--- src/rtl/snapirq_pkg.sv ---
package snapirq_pkg;

  // True when a free-running count has reached its last value before wrapping.
  function automatic logic at_last(input logic [31:0] value, input logic [31:0] limit);
    return (value == (limit - 32'd1));
  endfunction

  // Sticky flag update: a set request dominates a clear request.
  function automatic logic sticky_next(input logic set_req, input logic clr_req, input logic cur);
    return set_req | (cur & ~clr_req);
  endfunction

  // A tick may load the bank when the loop is idle or is being released this very cycle.
  function automatic logic tick_takes(input logic tick, input logic busy, input logic done);
    return tick & (~busy | done);
  endfunction

endpackage

--- src/rtl/cycle_divider.sv ---
module cycle_divider
  import snapirq_pkg::*;
#(
  parameter int unsigned TICK_COUNT = 12500
) (
  input  logic clk,
  input  logic rst_n,
  output logic tick
);
  localparam int unsigned CW = (TICK_COUNT > 1) ? $clog2(TICK_COUNT) : 1;

  logic [CW-1:0] div_q;

  assign tick = at_last(32'(div_q), 32'(TICK_COUNT));

  always_ff @(posedge clk) begin
    if (!rst_n)      div_q <= '0;
    else if (tick)   div_q <= '0;
    else             div_q <= div_q + CW'(1);
  end
endmodule

--- src/rtl/budget_timer.sv ---
module budget_timer
  import snapirq_pkg::*;
#(
  parameter int unsigned WINDOW_COUNT = 10000
) (
  input  logic clk,
  input  logic rst_n,
  input  logic start,
  input  logic stop,
  output logic active,
  output logic expire
);
  localparam int unsigned WW = (WINDOW_COUNT > 1) ? $clog2(WINDOW_COUNT) : 1;

  logic [WW-1:0] elapsed_q;
  logic          active_q;

  assign active = active_q;
  assign expire = active_q & ~stop & at_last(32'(elapsed_q), 32'(WINDOW_COUNT));

  always_ff @(posedge clk) begin
    if (!rst_n) begin
      active_q  <= 1'b0;
      elapsed_q <= '0;
    end else if (start) begin
      active_q  <= 1'b1;
      elapsed_q <= '0;
    end else if (stop || expire) begin
      active_q  <= 1'b0;
    end else if (active_q) begin
      elapsed_q <= elapsed_q + WW'(1);
    end
  end
endmodule

--- src/rtl/hold_bank.sv ---
module hold_bank #(
  parameter int unsigned DATA_W   = 8,
  parameter int unsigned NUM_REGS = 4
) (
  input  logic                         clk,
  input  logic                         rst_n,
  input  logic                         load,
  input  logic [NUM_REGS*DATA_W-1:0]   din,
  output logic [NUM_REGS*DATA_W-1:0]   dout
);
  for (genvar g = 0; g < NUM_REGS; g++) begin : g_lane
    logic [DATA_W-1:0] lane_q;
    always_ff @(posedge clk) begin
      if (!rst_n)    lane_q <= '0;
      else if (load) lane_q <= din[g*DATA_W +: DATA_W];
    end
    assign dout[g*DATA_W +: DATA_W] = lane_q;
  end
endmodule

--- src/rtl/snap_irq_ctrl.sv ---
module snap_irq_ctrl
  import snapirq_pkg::*;
#(
  parameter int unsigned DATA_W       = 8,
  parameter int unsigned NUM_REGS     = 4,
  parameter int unsigned TICK_COUNT   = 12500,
  parameter int unsigned WINDOW_COUNT = 10000
) (
  input  logic                        clk,
  input  logic                        rst_n,
  input  logic [NUM_REGS*DATA_W-1:0]  live_data,
  output logic [NUM_REGS*DATA_W-1:0]  held_data,
  output logic                        irq,
  input  logic                        host_done,
  input  logic                        overrun_clr,
  output logic                        overrun
);
  localparam int unsigned BUS_W = NUM_REGS * DATA_W;

  // Named events, visible to the bound checker.
  logic cycle_tick;
  logic done_evt;
  logic accept_evt;
  logic skip_evt;
  logic expire_evt;
  logic win_active;

  logic busy_q;
  logic snap_q;
  logic irq_q;
  logic ovr_q;

  assign done_evt   = host_done & busy_q;
  assign accept_evt = tick_takes(cycle_tick, busy_q, host_done);
  assign skip_evt   = cycle_tick & busy_q & ~host_done;

  cycle_divider #(.TICK_COUNT(TICK_COUNT)) u_div (
    .clk   (clk),
    .rst_n (rst_n),
    .tick  (cycle_tick)
  );

  budget_timer #(.WINDOW_COUNT(WINDOW_COUNT)) u_budget (
    .clk    (clk),
    .rst_n  (rst_n),
    .start  (accept_evt),
    .stop   (done_evt),
    .active (win_active),
    .expire (expire_evt)
  );

  hold_bank #(.DATA_W(DATA_W), .NUM_REGS(NUM_REGS)) u_bank (
    .clk   (clk),
    .rst_n (rst_n),
    .load  (accept_evt),
    .din   (live_data),
    .dout  (held_data)
  );

  always_ff @(posedge clk) begin
    if (!rst_n) begin
      busy_q <= 1'b0;
      snap_q <= 1'b0;
      irq_q  <= 1'b0;
      ovr_q  <= 1'b0;
    end else begin
      snap_q <= accept_evt;
      ovr_q  <= sticky_next(skip_evt | expire_evt, overrun_clr, ovr_q);

      if (accept_evt)    busy_q <= 1'b1;
      else if (done_evt) busy_q <= 1'b0;

      if (accept_evt)                   irq_q <= 1'b0;
      else if (done_evt || expire_evt)  irq_q <= 1'b0;
      else if (snap_q && win_active)    irq_q <= 1'b1;
    end
  end

  assign irq     = irq_q;
  assign overrun = ovr_q;

  logic unused_w;
  assign unused_w = ^BUS_W;
endmodule

--- config.mk ---
export PLATFORM = sky130hd
export DESIGN_NAME = snap_irq_ctrl
export DESIGN_NICKNAME = d
export VERILOG_FILES = /design/src/rtl/snapirq_pkg.sv /design/src/rtl/cycle_divider.sv /design/src/rtl/budget_timer.sv /design/src/rtl/hold_bank.sv /design/src/rtl/snap_irq_ctrl.sv
export SDC_FILE = /design/constraint.sdc
export NUM_CORES = 1
export LEC_CHECK = 0
export CAP_MARGIN = 30
export CORE_MARGIN = 2
export CORE_UTILIZATION = 51
export DETAILED_ROUTE_END_ITERATION = 16
export GPL_TIMING_DRIVEN = 0
export MAX_ROUTING_LAYER = met4
export PLACE_DENSITY = 0.84
export REMOVE_ABC_BUFFERS = 1
export SYNTH_ARGS = -nofsm -noshare
export SYNTH_HDL_FRONTEND = slang
export SYNTH_SLANG_ARGS = --single-unit
--- constraint.sdc ---
create_clock -name clk -period 5 [get_ports clk]
set_input_delay 1 -clock clk [delete_from_list [all_inputs] [get_ports clk]]
set_output_delay 1 -clock clk [all_outputs]
set_load 0.02 [all_outputs]
Word level (Yosys, flattened, before mapping)
Index checks and enable logic that the tools add are counted.

$add $sub $neg: 2. Equal/unequal tests: 2. Multiplexer cells: 4. Bitwise operators: 16. Reductions and logical operators: 8.

Operators by type and width (number): adder 14 x 1 -> 14 bit, second input constant (2); == test 14 bit, second input constant (2); AND 1 bit (7); NOT 1 bit (6); two-way mux 1 bit (4); nonzero test 2 bit (2); OR reduction 2 bit (2); OR 1 bit (3); OR reduction 3 bit (1); AND reduction 2 bit (1); logical AND 1 bit (1); logical OR 1 bit (1).

Register bits: 65. Input bits: 36. Output and inout port bits: 34. Word-level logic and storage cells: 43.

Logic depth before layout (Yosys ltp)
Gate-level depths: netlist of the first run.

Depth in word-level cells: 7. Depth in mapped cells: 7. Depth with buffers taken out: 5.

Cells and area by module
From an unflattened synthesis of the first run, not the netlist that was laid out.

Cells, all modules: 276. Area total of the unflattened synthesis: 2824.0 µm².

Modules (own cells, without submodules): hold_bank (times used 1, cells each 103, area each 1243.7 µm², sequential area each 640.6 µm²); budget_timer (times used 1, cells each 84, area each 755.7 µm², sequential area each 300.3 µm²); cycle_divider (times used 1, cells each 73, area each 631.9 µm², sequential area each 280.3 µm²); snap_irq_ctrl (times used 1, cells each 16, area each 192.7 µm², sequential area each 80.1 µm²).

Least setup slack after synthesis of the first run
Ideal clock, no wire load.

Path type: input -> register. Start: input host_done. End: register u_budget.elapsed_q[10]. Library setup time: 70 ps. Data arrival time: 2038 ps. Required time: 4930 ps. Slack: 2892 ps. Stages: 4. Buffers on the path: 0. Cells stage by stage: a21boi_1 -> nand3_1 -> or4_1 -> a21oi_1.

Word-level cells in the longest chain between the ends: 7. Elaborated cells between the ends (all ways): 10. Classes of those cells: 7 x bitwise; 3 x reduce/logical.

RTL lines: start: declaration (RTL line snap_irq_ctrl.sv:14) `input logic host_done,`; AND 1 bit (RTL line snap_irq_ctrl.sv:33) `assign done_evt = host_done & busy_q;`; NOT 1 bit (RTL line budget_timer.sv:19) `assign expire = active_q & ~stop & at_last(32'(elapsed_q), 32'(WINDOW_COUNT));`; AND 1 bit (2 in a row) (RTL line budget_timer.sv:19); logical OR 1 bit (RTL line budget_timer.sv:28) `end else if (stop || expire) begin`; NOT 1 bit (no line); AND reduction 2 bit (no line); end signal: assignment (RTL line budget_timer.sv:31) `elapsed_q <= elapsed_q + WW'(1);`; end: declaration (RTL line budget_timer.sv:15) `logic [WW-1:0] elapsed_q;`.

Parallel ways exist; a longest one is shown, timed or not. A chain may end at the register's enable or synchronous reset.

Worst setup path in the final report of the first run
Start: input host_done. End: register u_bank.g_lane[2].lane_q[3].

Word-level cells in the longest chain between the ends: 2.

RTL lines: OR 1 bit (RTL line snapirq_pkg.sv:15) `return tick & (~busy | done);`; AND 1 bit (RTL line snapirq_pkg.sv:15); end signal: assignment (RTL line hold_bank.sv:15) `else if (load) lane_q <= din[g*DATA_W +: DATA_W];`; end: declaration (RTL line hold_bank.sv:12) `logic [DATA_W-1:0] lane_q;`.

Every way passes these cells.

==> summary.md, run 1 <==
| Metric | Value |
|---|---|
| Startpoint Class | primary input |
| GR Overflow Total | 0 |
| Routability cong. | around 0.77 |
| Area Overhead vs Synth | 37.8% |
| Drt pass-1 iters | 5 |
| Cts-stage hold buffer count | 0 |
| Antenna diodes | 0 |
| Fin crit share | 0.539 |
| Clock-pin slew on the worst setup and hold paths | roughly 0.07 ns |
| Seq/Total Area, Yosys | 0.515 |
| Largest family of logic cells by synthesized area | compound AO/OA/AOI/OAI gates |
| Req. time, crit path | 5.27 ns |
| Number of fillers in the final layout | 350 |
| Initial core utilization | 0.531 |
| Slew margin rel. | 0.350 |
| R2R depth | 5 |
| First-pass GRT wire length | around 9700 um |
| Final worst path period need | between 2 and 3 ns |
| Vias in the first global route | approximately 2100 |
| NumNets Final | 348 |
| Worst Hold End | u_div.div_q[0] |
| Chip width | approximately 74 um |
| Vias per Instance | between 5 and 6 |
| Top Ports | 70 |
| RSZ-0062 raised after global routing | no |
| Clock buffer depth | 2 |
| Skew final | approximately 0.017 ns |
| Post-synth top area cell | dfxtp_1 |
| FF-to-FF setup slack | 2.45 ns |
| PortBufs | 69 |
| Placed instance count | between 300 and 400 |
| Synth Area in XOR/XNOR | 0.0451 |
| Num Clock Sinks | between 60 and 70 |
| TNS Setup | 0 ns |
| Row cnt | 25 |
| Avg Synthesized Cell Area | a little over 10 um2 |
| CP endpoint kind | register |
| Final Hold Fails | 0 |
| Crit-path max FO | 19 |
| Crit Path Category | in -> reg |
| FF/Latch Area | about 0.0013 mm2 |
| Synth Instances | between 200 and 250 |
| Peak supply drop | approximately 260 uV |
| Maxcap violations | 0 |
| Initial DRC Count | 130 |
| Synth Area in Adders | 0.00991 |
| Yosys warns | 0 |
| Wire per inst | approximately 16 um |
| TritonCTS clock tree | done |
| Peak Freq | around 370 MHz |
| Largest net degree at the start of global routing | 23 |
| Tot Pwr | 1040 uW |
| Synth area leaders | dfxtp_1, a22o_1, xor2_1 |
| Worst-Skew Late Latency | between 0.3 and 0.4 ns |
| Status | finished clean |
| Synth Flop Type | dfxtp_1 |
| Root Driver | clkbuf_8 |
| Pwr/cell area | approximately 300 mW/mm2 |
| WP data arrival | 2.97 ns |
| HP Class | reg -> reg |
| Static leakage | 0.00120 uW |
| Worst reg2reg endpoint | u_budget.elapsed_q[10] |
| Number of synthesized flops with an enable pin | 0 |
| Layout cell share with drive strength beyond 1 | 0.0796 |
| Initial antenna violation count | 0 |
| Final wirelength | between 6000 and 7000 um |
| Post-CTS Setup Inserts | 0 |
| Share of the synthesized area in the top cell type | 0.515 |
| Finish-stage setup viols | 0 |
| Synthesized flop and latch total | 65 |
| Fraction of registers with async set/reset | 0 |
| RR Startpoint | u_div.div_q[0] |
| All-Layer GR Usage | 0.243 |
| Worst hold path depth | 1 |
| Hold path start | u_div.div_q[0] |
| Die H | about 74 um |
| Area occupied by multi-input gates | around 0.0011 mm2 |
| DPL Wire Length | between 4000 and 5000 um |
| DRT antenna net count | 0 |
| Mapped Area | around 0.0025 mm2 |
| Mux contribution to synthesized area | 0.00793 |
| Resized Gates After CTS | 0 |
| Most frequent cells in the layout | clkdlybuf4s50_1, dfxtp_1, a22o_1 |
| Final Non-Filler Cells | 381 |
| Final core occ | 0.732 |
| Simple-gate share of the synthesized area | 0.180 |
| Die area | about 0.0055 mm2 |
| Netlist cell types | 42 |
| H-tree Lvls | 3 |
| Max Slew Vio Count | 0 |
| Commonest non-fill, non-tap cell in the layout | clkdlybuf4s50_1 |
| DRC Markers | 0 |
| Worst-Margin Slew | 0.969 ns |
| Num CTS Buffers | 9 |
| Core area | 0.00475 mm2 |
| Post-synthesis compound-gate area fraction | 0.206 |
| Vias | ~2200 |
[logic make-up after synthesis]
| family | count (synthesis) |
|---|---|
| flops | 65 |
| simple gates | 73 |
| compound gates | 68 |
| mux | 2 |
| fa+ha+maj | 2 |
| buf+inv | 20 |
| xor+xnor | 13 |
[flip-flops by register name, summed over array words and instances, names as in the netlist]
signal / count
u_bank.g_lane.lane_q: 32
u_budget.elapsed_q: 14
u_div.div_q: 14
busy_q: 1
irq: 1
overrun: 1
snap_q: 1
u_budget.active: 1
[worst max path at each step]
stage,slack (ns),start,depth (start not counted),to
after floorplan,2.65,host_done,3,u_bank.g_lane[0].lane_q[0]
after global placement,1.78,host_done,4,u_bank.g_lane[3].lane_q[2]
after detailed placement,2.00,host_done,5,u_bank.g_lane[3].lane_q[4]
after CTS,2.33,host_done,5,u_bank.g_lane[2].lane_q[3]
after global routing,2.20,u_div.div_q[0],5,irq
final,2.30,host_done,5,u_bank.g_lane[2].lane_q[3]
[metrics by stage]
| stage | hold slack, ns | instance area (um2) | setup WS (ns) |
|---|---|---|---|
| after global placement | 0.420 | 3230 | 1.78 |
| final | 0.448 | 3480 | 2.30 |
| after CTS | 0.449 | 3480 | 2.33 |
| after global routing | 0.468 | 3480 | 2.20 |
| after floorplan | 0.413 | 2450 | 2.65 |
| after detailed placement | 0.431 | 3270 | 2.00 |
[cells in the mapped netlist (4+ instances only)]
master    instances
clkbuf_1          8
dfxtp_1          65
o211ai_1          4
nor2_1           15
or4_1             7
o21ai_0           5
xnor2_1           4
nand2_1           7
o31ai_1           7
inv_1             5
a22o_1           32
or3_1             4
nand4_1           6
xor2_1            9
a21oi_1          12
nand3_1          12
buf_2             6
[report_power, final]
group | switching [uW] | internal [uW] | total (uW)
Clock | 201 | 278 | 479
Sequential | 1.72 | 520 | 521
Combinational | 16.2 | 28.3 | 44.4
Total | 219 | 826 | 1040
[cell type report]
class,count,area share
Clock buffer,10,0.0367
Clock inverter,5,0.0234
Inverter,5,0.00539
Multi-Input combinational cell,158,0.326
Sequential cell,65,0.374
Tap cell,67,0.0241
Timing Repair Buffer,71,0.211
[routing by layer]
metal	wire length (um)	track usage	vias to the layer above	part of all wire
met4	80	0.0794	0	0.013
met1	2590	0.285	1025	0.42
met5	0	-	-	0
met2	2870	0.359	90	0.47
li1	-	-	1046	-
met3	602	0.126	12	0.098
[critical path: stages]
cell             delay (ns)
clkdlybuf4s50_1        0.49
nor2b_1                0.48
o21a_1                 0.57
buf_8                  0.24
a22o_1                 0.18
No activity file was read; power rests on OpenSTA's default activity.
==> run 2: changes to the inputs <==
Settings changed: CORE_UTILIZATION 51 to 47, PLACE_DENSITY 0.84 to 0.79.
Clock period 5 ns to 2.5 ns, I/O delays scaled along.
==> run 2 against run 1 <==
  * Final area is 0.83% higher
  * Clock skew is 0.0078 ns lower
  * Critical endpoint is now u_bank.g_lane[1].lane_q[1]
  * Sequential share of layout area is 0.31 points lower
  * Utilization fell by 4.9 points
  * Critical path depth is 1 higher
  * Flip-flop and latch count unchanged
  * Global-route usage decreased by 3.7 points
==> summary.md, run 2 (synthesis results as in run 1) <==
| Metric | Value |
|---|---|
| Antenna diodes | 0 (unchanged) |
| Row cnt | 26 (+4.0%) |
| Peak Freq | around 460 MHz |
| Commonest non-fill, non-tap cell in the layout | clkdlybuf4s50_1 |
| Clock buffer depth | 2 (unchanged) |
| Static leakage | 0.00122 uW (+1.4%) |
| Req. time, crit path | 2.73 ns (-2.54 ns) |
| Vias | 2151 (-1.0%) |
| H-tree Lvls | 3 (unchanged) |
| Final instance area | 0.00351 mm2 (+0.83%) |
| Root Driver | clkbuf_8 |
| Fin worst setup slack | 0.348 ns (-1.96 ns) |
| TritonCTS clock tree | done |
| Maxcap violations | 0 (unchanged) |
| Fin crit share | 0.861 |
| Peak supply drop | 321 uV (+25%) |
| Chip width | 77.3 um (+3.9%) |
| Largest register by flop count | u_bank.g_lane.lane_q |
| Resized Gates After CTS | 0 (unchanged) |
| All-Layer GR Usage | 0.206 (-0.0368) |
| Vias per Instance | 5.52 (-3.3%) |
| Most frequent cells in the layout | clkdlybuf4s50_1, dfxtp_1, a22o_1 |
| Initial core utilization | 0.491 (-0.0398) |
| RR Startpoint | u_div.div_q[0] |
| Slew margin rel. | 0.510 (+0.160) |
| Initial DRC Count | 124 (-4.6%) |
| Worst-Margin Slew | 0.730 ns (-0.239 ns) |
| Crit-path max FO | 19 (unchanged) |
| Area Overhead vs Synth | 38.9% |
| Status | finished clean |
| FF-to-FF setup slack | 0.35 ns (-2.10 ns) |
| RSZ-0062 raised after global routing | no |
| Hold path start | u_div.div_q[0] |
| Num CTS Buffers | 9 (unchanged) |
| First-pass GRT wire length | 9480 um (-2.2%) |
| Top Ports | 70 (unchanged) |
| Final Non-Filler Cells | 390 (+2.4%) |
| NumNets Final | 353 (+1.4%) |
| WP data arrival | 2.38 ns (-0.59 ns) |
| DPL Wire Length | 3800 um (-5.1%) |
| Drt pass-1 iters | 4 (-1) |
| Worst reg2reg endpoint | u_bank.g_lane[1].lane_q[1] |
| Clock-pin slew on the worst setup and hold paths | 0.06 ns (about the same) |
| R2R depth | 6 (+1) |
| GR Overflow Total | 0 (unchanged) |
| Final Hold Fails | 0 (unchanged) |
| Cts-stage hold buffer count | 0 (unchanged) |
| Pwr/cell area | 573 mW/mm2 (+91%) |
| Top Registers | u_bank.g_lane.lane_q x32, u_budget.elapsed_q x14, u_div.div_q x14 |
| Worst Hold End | u_div.div_q[0] |
| Skew final | 0.00958 ns (-0.00775 ns) |
| DRC Markers | 0 (unchanged) |
| Wire per inst | 14.4 um (-10%) |
| Final worst path period need | between 2 and 2.5 ns |
| Largest net degree at the start of global routing | 24 (+4.3%) |
| Vias in the first global route | 2103 (+1.9%) |
| Num Clock Sinks | 65 (unchanged) |
| Worst-Skew Late Latency | 0.34 ns (about the same) |
| PortBufs | 69 (unchanged) |
| Pre-CTS WS | -0.0152 ns (-2.02 ns) |
| Core area | 0.00514 mm2 (+8.1%) |
| Crit Path Category | reg -> reg |
| DRT antenna net count | 0 (unchanged) |
| Max Slew Vio Count | 0 (unchanged) |
| Worst hold path depth | 1 (unchanged) |
| Layout cell share with drive strength beyond 1 | 0.0969 (+0.0173) |
| HP Class | reg -> reg |
| Largest register FFs | 32 (unchanged) |
| Finish-stage setup viols | 0 (unchanged) |
| Startpoint Class | register |
| Die area | 0.00597 mm2 (+8.0%) |
| CP endpoint kind | register |
| Routability cong. | 0.774 (+0.69%) |
| Placed instance count | 370 (+1.1%) |
| Final wirelength | 5630 um (-8.3%) |
| Area after DPL | 0.00328 mm2 (+0.34%) |
| Die H | 77.3 um (+3.9%) |
| Initial antenna violation count | 0 (unchanged) |
-- run 2: cell count changes in the layout (fill, tap and decap cells not counted) --
cell | previous run | this run
buf_4 | 0 | 5
bufinv_16 | 2 | 1
clkbuf_8 | 9 | 10
clkinv_2 | 1 | 2
clkinv_4 | 1 | 0
clkinvlp_4 | 1 | 2
-- run 2: final cells by class --
class / instances / area [um2]
Sequential cell: 65 / 1300
Tap cell: 70 / 87.6
Fill cell: 403 / 1630
Clock inverter: 5 / 55.1
Clock buffer: 11 / 141
Timing Repair Buffer: 76 / 771
Multi-Input combinational cell: 158 / 1130
Inverter: 5 / 18.8
-- run 2: how the worst max path moves through the flow --
stage	cells after the start	start	slack, ns	to
finish	6	u_div.div_q[0]	0.35	u_bank.g_lane[1].lane_q[1]
global route	5	host_done	0.20	u_bank.g_lane[0].lane_q[2]
CTS	6	u_div.div_q[0]	0.006	u_bank.g_lane[2].lane_q[3]
detailed placement	5	host_done	-0.02	u_bank.g_lane[0].lane_q[2]
global placement	5	u_div.div_q[0]	-0.44	irq
floorplan	5	u_div.div_q[0]	0.25	irq
-- run 2: critical path, cell delays in order (launching register included) --
cell and delay, ns:
dfxtp_1 0.36, ha_1 0.29, nor4b_1 0.26, nand4_1 0.23, o21a_1 0.42, buf_8 0.25
a22o_1 0.23
-- run 2: report_power, final --
part	internal [uW]	switching [uW]	leakage, uW
logic	57.5	31.4	0.000602
clock network	484	395	0.0000953
registers	1040	3.72	0.000524
total	1580	430	0.00122
-- run 2: per-layer routing --
layer	share of wire	global-route usage
met1	0.48	0.263
met2	0.42	0.289
met4	0.028	0.104
met3	0.072	0.0706
met5	0	-
-- run 2: through the flow --
stage,util,setup TNS [ns],hold slack (ns),total power [uW]
5_1_grt,0.683,0,0.494,2070
3_5_place_dp,0.639,-0.0906,0.435,1160
3_3_place_gp,0.629,-15.44,0.421,1150
4_1_cts,0.680,0,0.472,2030
6_report,0.683,0,0.474,2010
2_1_floorplan,-,0,0.413,1090
-- run 2: repair_timing --
item,CTS,global route
cloned,0,0
setup buffers,2,2
setup endpoints to repair,4,21
pin swaps,1,1
